==> src/rtl/fir_mac_pkg.sv <==
package fir_mac_pkg;
  typedef enum logic [1:0] {
    ST_IDLE,
    ST_RUN,
    ST_EMIT
  } fir_state_e;
endpackage

==> src/rtl/fir_sample_ring.sv <==
module fir_sample_ring #(
  parameter int unsigned TAPS = 20,
  parameter int unsigned DW   = 24,
  parameter int unsigned AW   = 5
) (
  input  logic          clk_i,
  input  logic          rst_ni,
  input  logic          wr_en_i,
  input  logic [DW-1:0] wr_data_i,
  input  logic [AW-1:0] rd_off_i,
  input  logic          step_i,
  output logic [DW-1:0] rd_data_o
);
  localparam logic [AW:0] TAPS_W = (AW+1)'(TAPS);

  logic [TAPS-1:0][DW-1:0] mem_q;
  logic [AW-1:0]           ptr_q;
  logic [TAPS-1:0]         slot_hit;
  logic [AW:0]             addr_sum;
  logic [AW-1:0]           rd_addr;

  for (genvar s = 0; s < TAPS; s++) begin : g_hit
    assign slot_hit[s] = wr_en_i && (ptr_q == AW'(s));
  end

  always_ff @(posedge clk_i or negedge rst_ni) begin
    if (!rst_ni) begin
      mem_q <= '0;
    end else begin
      for (int s = 0; s < TAPS; s++) begin
        if (slot_hit[s]) mem_q[s] <= wr_data_i;
      end
    end
  end

  // newest at ptr, older entries at higher addresses
  always_ff @(posedge clk_i or negedge rst_ni) begin
    if (!rst_ni)     ptr_q <= '0;
    else if (step_i) ptr_q <= (ptr_q == '0) ? AW'(TAPS-1) : ptr_q - 1'b1;
  end

  always_comb begin
    addr_sum = {1'b0, ptr_q} + {1'b0, rd_off_i};
    if (addr_sum >= TAPS_W) addr_sum = addr_sum - TAPS_W;
    rd_addr = addr_sum[AW-1:0];
  end

  assign rd_data_o = mem_q[rd_addr];


  ptr_in_range_chk: assert property (@(posedge clk_i) disable iff (!rst_ni)
    ptr_q < AW'(TAPS));


  hist_hold_chk: assert property (@(posedge clk_i) disable iff (!rst_ni)
    !wr_en_i |=> $stable(mem_q));
endmodule

==> src/rtl/fir_coef_bank.sv <==
module fir_coef_bank #(
  parameter int unsigned TAPS = 20,
  parameter int unsigned DW   = 24,
  parameter int unsigned AW   = 5
) (
  input  logic          clk_i,
  input  logic          rst_ni,
  input  logic          lock_i,
  input  logic          wr_en_i,
  input  logic [AW-1:0] wr_addr_i,
  input  logic [DW-1:0] wr_data_i,
  input  logic [AW-1:0] rd_addr_i,
  output logic [DW-1:0] rd_data_o
);
  logic [TAPS-1:0][DW-1:0] mem_q;
  logic [TAPS-1:0]         slot_we;

  for (genvar s = 0; s < TAPS; s++) begin : g_we
    assign slot_we[s] = wr_en_i && !lock_i && (wr_addr_i == AW'(s));
  end

  always_ff @(posedge clk_i or negedge rst_ni) begin
    if (!rst_ni) begin
      mem_q <= '0;
    end else begin
      for (int s = 0; s < TAPS; s++) begin
        if (slot_we[s]) mem_q[s] <= wr_data_i;
      end
    end
  end

  assign rd_data_o = mem_q[rd_addr_i];


  coef_locked_chk: assert property (@(posedge clk_i) disable iff (!rst_ni)
    lock_i |=> $stable(mem_q));
endmodule

==> src/rtl/fir_mac_unit.sv <==
module fir_mac_unit #(
  parameter int unsigned DW    = 24,
  parameter int unsigned EXT_W = 8
) (
  input  logic          clk_i,
  input  logic          rst_ni,
  input  logic          clear_i,
  input  logic          mac_en_i,
  input  logic          round_i,
  input  logic [DW-1:0] smp_i,
  input  logic [DW-1:0] coef_i,
  output logic [DW-1:0] result_o
);
  localparam int unsigned PW    = 2 * DW;
  localparam int unsigned ACC_W = EXT_W + PW;
  localparam logic signed [ACC_W-1:0] RND =
    {{(ACC_W-DW){1'b0}}, 1'b1, {(DW-1){1'b0}}};
  localparam logic [DW-1:0] SAT_MAX = {1'b0, {(DW-1){1'b1}}};
  localparam logic [DW-1:0] SAT_MIN = {1'b1, {(DW-1){1'b0}}};

  logic signed [DW-1:0]    smp_s, coef_s;
  logic signed [PW-1:0]    prod;
  logic signed [ACC_W-1:0] term;
  logic signed [ACC_W-1:0] acc_q;
  logic [EXT_W:0]          guard;
  logic                    ovf;

  assign smp_s  = smp_i;
  assign coef_s = coef_i;
  assign prod   = smp_s * coef_s;
  // drop duplicate sign bit of the fractional product
  assign term   = {{(ACC_W-PW){prod[PW-1]}}, prod} <<< 1;

  always_ff @(posedge clk_i or negedge rst_ni) begin
    if (!rst_ni)       acc_q <= '0;
    else if (clear_i)  acc_q <= '0;
    else if (mac_en_i) acc_q <= acc_q + term + (round_i ? RND : '0);
  end

  assign guard = acc_q[ACC_W-1:PW-1];
  assign ovf   = !((&guard) || !(|guard));

  always_comb begin
    if (!ovf)                 result_o = acc_q[PW-1:DW];
    else if (acc_q[ACC_W-1])  result_o = SAT_MIN;
    else                      result_o = SAT_MAX;
  end
endmodule

==> src/rtl/fir_mac_engine.sv <==
module fir_mac_engine #(
  parameter int unsigned TAPS  = 20,
  parameter int unsigned DW    = 24,
  parameter int unsigned EXT_W = 8,
  parameter int unsigned AW    = $clog2(TAPS)
) (
  input  logic          clk_i,
  input  logic          rst_ni,
  input  logic          in_valid_i,
  input  logic [DW-1:0] in_data_i,
  output logic          in_ready_o,
  output logic          out_valid_o,
  output logic [DW-1:0] out_data_o,
  input  logic          coef_we_i,
  input  logic [AW-1:0] coef_addr_i,
  input  logic [DW-1:0] coef_data_i
);
  import fir_mac_pkg::*;

  localparam logic [AW-1:0] LAST_IDX = AW'(TAPS-1);

  fir_state_e    state_q;
  logic [AW-1:0] idx_q;
  logic          accept;
  logic          last_step;
  logic [DW-1:0] smp_rd, coef_rd;

  assign accept    = (state_q == ST_IDLE) && in_valid_i;
  assign last_step = (state_q == ST_RUN) && (idx_q == LAST_IDX);

  always_ff @(posedge clk_i or negedge rst_ni) begin
    if (!rst_ni) begin
      state_q <= ST_IDLE;
      idx_q   <= '0;
    end else begin
      unique case (state_q)
        ST_IDLE: if (in_valid_i) begin
          state_q <= ST_RUN;
          idx_q   <= '0;
        end
        ST_RUN: begin
          if (last_step) begin
            state_q <= ST_EMIT;
            idx_q   <= '0;
          end else begin
            idx_q <= idx_q + 1'b1;
          end
        end
        ST_EMIT: state_q <= ST_IDLE;
        default: state_q <= ST_IDLE;
      endcase
    end
  end

  fir_sample_ring #(.TAPS(TAPS), .DW(DW), .AW(AW)) u_ring (
    .clk_i    (clk_i),
    .rst_ni   (rst_ni),
    .wr_en_i  (accept),
    .wr_data_i(in_data_i),
    .rd_off_i (idx_q),
    .step_i   (state_q == ST_EMIT),
    .rd_data_o(smp_rd)
  );

  fir_coef_bank #(.TAPS(TAPS), .DW(DW), .AW(AW)) u_coef (
    .clk_i    (clk_i),
    .rst_ni   (rst_ni),
    .lock_i   (state_q != ST_IDLE),
    .wr_en_i  (coef_we_i),
    .wr_addr_i(coef_addr_i),
    .wr_data_i(coef_data_i),
    .rd_addr_i(idx_q),
    .rd_data_o(coef_rd)
  );

  fir_mac_unit #(.DW(DW), .EXT_W(EXT_W)) u_mac (
    .clk_i   (clk_i),
    .rst_ni  (rst_ni),
    .clear_i (accept),
    .mac_en_i(state_q == ST_RUN),
    .round_i (last_step),
    .smp_i   (smp_rd),
    .coef_i  (coef_rd),
    .result_o(out_data_o)
  );

  assign in_ready_o  = (state_q == ST_IDLE);
  assign out_valid_o = (state_q == ST_EMIT);


  busy_after_accept_chk: assert property (@(posedge clk_i) disable iff (!rst_ni)
    (in_valid_i && in_ready_o) |=> !in_ready_o);


  out_pulse_chk: assert property (@(posedge clk_i) disable iff (!rst_ni)
    out_valid_o |=> (!out_valid_o && in_ready_o));


  idx_in_range_chk: assert property (@(posedge clk_i) disable iff (!rst_ni)
    idx_q <= LAST_IDX);
endmodule

==> config.mk <==
export PLATFORM = sky130hd
export DESIGN_NAME = fir_mac_engine
export DESIGN_NICKNAME = d
export VERILOG_FILES = /design/src/rtl/fir_mac_pkg.sv /design/src/rtl/fir_sample_ring.sv /design/src/rtl/fir_coef_bank.sv /design/src/rtl/fir_mac_unit.sv /design/src/rtl/fir_mac_engine.sv
export SDC_FILE = /design/constraint.sdc
export NUM_CORES = 2
export LEC_CHECK = 0
export CAP_MARGIN = 20
export CORE_MARGIN = 2
export CORE_UTILIZATION = 30
export CTS_CLUSTER_DIAMETER = 120
export CTS_CLUSTER_SIZE = 20
export DETAILED_ROUTE_END_ITERATION = 6
export SYNTH_ARGS = -nofsm -noshare
export SYNTH_HDL_FRONTEND = slang
export SYNTH_SLANG_ARGS = --single-unit
==> constraint.sdc <==
create_clock -name clk_i -period 16.55 [get_ports clk_i]
set_input_delay 4.1375 -clock clk_i [delete_from_list [all_inputs] [get_ports clk_i]]
set_output_delay 4.1375 -clock clk_i [all_outputs]
set_load 0.02 [all_outputs]
==> flow_metrics.env <==
export IMPL_synth_most_common_cell="dfrtp_1"
export IMPL_tns_ns=0
export IMPL_root_buffer="clkbuf_16"
export IMPL_fp_dieW_microns=491.1
export IMPL_post_cts_buffers=0
export IMPL_synth_seq_cells=1027
export IMPL_yosys_area_top_type="dfrtp_1"
export IMPL_grt_pass1_vias=47427
export IMPL_final_nets=6578
export IMPL_start_util_pct=30.21
export IMPL_antenna_found_initial=19
export IMPL_startpoint_type="flip-flop"
export IMPL_cts_path_max_buffers=3
export IMPL_gp_congestion=0.8355
export IMPL_holdCritStartpoint="u_mac.acc_q[23]"
export IMPL_crit_required_ns=17.07
export IMPL_synth_edf_count=0
export IMPL_drtIter0Drc=3057
export IMPL_syn_area_sq_um=71190
export IMPL_num_rows=178
export IMPL_grt_pass1_wl_microns=286800
export IMPL_syn2layout_area_growth_pct=8.638
export IMPL_grt_overflow=0
export IMPL_netlist_instances=5813
export IMPL_die_h_microns=491.1
export IMPL_htreeDepth=2
export IMPL_dp_hpwl_microns=118900
export IMPL_cts_buffers=58
export IMPL_clkTransAtPathRegs_ns=0.10
export IMPL_n_fill_cell=23488
export IMPL_finalHoldViolCount=0
export IMPL_cp_data_arrival_time_ns=15.82
export IMPL_status="completed"
export IMPL_crit_path_end_kind="flip-flop"
export IMPL_r2r_cells=51
export IMPL_hold_path_class="reg -> reg"
export IMPL_rr_endpoint="u_mac.acc_q[53]"
export IMPL_cts_resized=0
export IMPL_seq_area_sq_um=25710
export IMPL_clkSinkCount=1027
export IMPL_final_area_sq_um=77340
export IMPL_ant_nets=0
export IMPL_multi_input_area_sq_um=41960
export IMPL_holdPathStages=2
export IMPL_slowest_stage="dfrtp_4"
export IMPL_grt_usage_pct=15.10
export IMPL_fmaxAchievable_ghz=0.06537
export IMPL_synth_seq_area_share_pct=36.10
export IMPL_syn_num_nets=6733
export IMPL_firstDrtPassIters=6
export IMPL_vias=43732
export IMPL_fin_worst_skew_ns=0.09227
export IMPL_async_reset_ff_share_pct=100.0
export IMPL_period_minus_slack_ns=15.30
export IMPL_drive_gt1_share_pct=31.03
export IMPL_fin_crit_sh_pct=92.43
export IMPL_rsz0062_at_grt="false"
export IMPL_ys_flop_type="dfrtp_1"
export IMPL_synth_cell_types=73
export IMPL_worstSetupPathType="reg -> reg"
export IMPL_cp_max_fo=30
export IMPL_cts_hold_buf=0
export IMPL_yosys_top_cells_count="dfrtp_1 (1,027), mux2_2 (960), inv_1 (614)"
export IMPL_grt_max_degree=199
export IMPL_synth_area_leaders="dfrtp_1 (36%), fa_1 (17%), mux2_2 (15%)"
export IMPL_tightest_slew_ns=1.066
export IMPL_drc=0
export IMPL_r2r_start="idx_q[0]"
export IMPL_rrSetupSlack_ns=1.25
export IMPL_fp_coreArea_sq_um=235600
export IMPL_vias_per_cell=4.959
export IMPL_max_slew_margin_pct=28.96
export IMPL_drv_slew=0
export IMPL_io_pins=83
export IMPL_port_buffers=82
export IMPL_worstSkewPairLatency_ns=0.74
export IMPL_hold_end="u_mac.acc_q[23]"
export IMPL_yosysWarnings=0
export IMPL_cp_common_cell="fa_1"
export IMPL_maxCapViolations=0
export IMPL_cp_slowest_stage_delay_ns=0.83
export IMPL_routed_wl_microns=182200
export IMPL_synth_top_area_share_pct=36.10
export IMPL_cts_tree="yes"
export IMPL_stdcell_count=8819
export IMPL_finalSetupViolCount=0
export IMPL_dieArea_sq_um=241200
export IMPL_avgSynthCellArea_sq_um=12.25
export IMPL_place_area_sq_um=75670
export IMPL_avgRoutedWirePerCell_microns=20.66
export IMPL_holdWs_ns=0.5012
export IMPL_place_inst=8746
## critical path: cells and delay by family, from the launching register on
family	cells	cell delay, ns
XOR/XNOR	4	1.35
adder cells (fa/ha/maj)	13	5.31
flip-flops	1	0.83
buffers and inverters	6	0.64
AO/OA/AOI/OAI	17	4.86
AND/OR/NAND/NOR	11	2.11
## cells in the final DEF (no fill, tap or decap), types with 17 or more instances in the layout
cell and n:
dfrtp_1 1022, mux2_2 960, inv_1 614, fa_1 610
nor2_1 325, or2_2 284, ha_1 251, mux4_2 243
o21ai_0 182, nand2_1 181, buf_4 109, a21oi_1 87
clkdlybuf4s50_1 81, xnor2_1 75, mux2i_1 68, a21o_1 62
clkbuf_16 58, nand3_1 47, xor2_1 35, and2_1 28
o221ai_1 24, a2bb2oi_2 24, and3_1 19, nor2b_1 18
nor3_1 18, o21ai_1 17
## how the worst max path moves through the flow
stage / slack (ns) / end / from
finish: 1.25 / u_mac.acc_q[53] / idx_q[0]
global route: 0.35 / u_mac.acc_q[53] / idx_q[0]
CTS: 1.28 / u_mac.acc_q[53] / idx_q[0]
detailed placement: 1.40 / u_mac.acc_q[53] / idx_q[0]
global placement: 1.57 / u_mac.acc_q[53] / idx_q[0]
floorplan: 3.52 / u_mac.acc_q[54] / idx_q[1]
## layout make-up
type	instances	share of cell area (%)
Multi-Input combinational cell	3759	54.26
Antenna cell	4	0.01294
Clock inverter	6	0.1650
Sequential cell	1027	33.25
Timing Repair Buffer	198	2.326
Clock buffer	61	1.917
Tap cell	3150	5.096
Inverter	614	2.980
## kinds of logic (layout without fill, tap and decap cells)
logic type | Yosys count | in the layout | synth area share (%)
muxes | 1272 | 1272 | 23.84
xor gates and xnor gates | 111 | 111 | 1.392
buffers and inverters | 1027 | 879 | 5.545
other | 0 | 4 | 0
DFF | 1027 | 1027 | 36.10
and+or+nand+nor | 1002 | 1002 | 6.965
AOI/OAI and AO/OA | 511 | 511 | 4.548
adders and majority gates | 863 | 863 | 21.61
## stage by stage
step / util (%) / setup WS (ns)
finish: 32.82 / 1.253
global route: 32.82 / 0.3502
CTS: 32.80 / 1.281
detailed placement: 32.11 / 1.397
global placement: 32.11 / 1.571
floorplan: - / 3.518
## layer usage
layer  share of wire (%)  track usage (%)
met1                  45            20.86
met2                  48            25.16
met3                 5.3            2.417
met4                 1.6            2.708
met5               0.061                0
## sequential cells by signal (all words and copies together), names as in the netlist
| register | count |
|---|---|
| idx_q | 5 |
| u_ring.mem_q | 480 |
| u_ring.ptr_q | 5 |
| u_mac.acc_q | 55 |
| u_coef.mem_q | 480 |
| state_q | 2 |
Power is left out: the tool's default activity adds up to more than one toggle a clock period on the data nets, which glitch-free logic cannot reach.
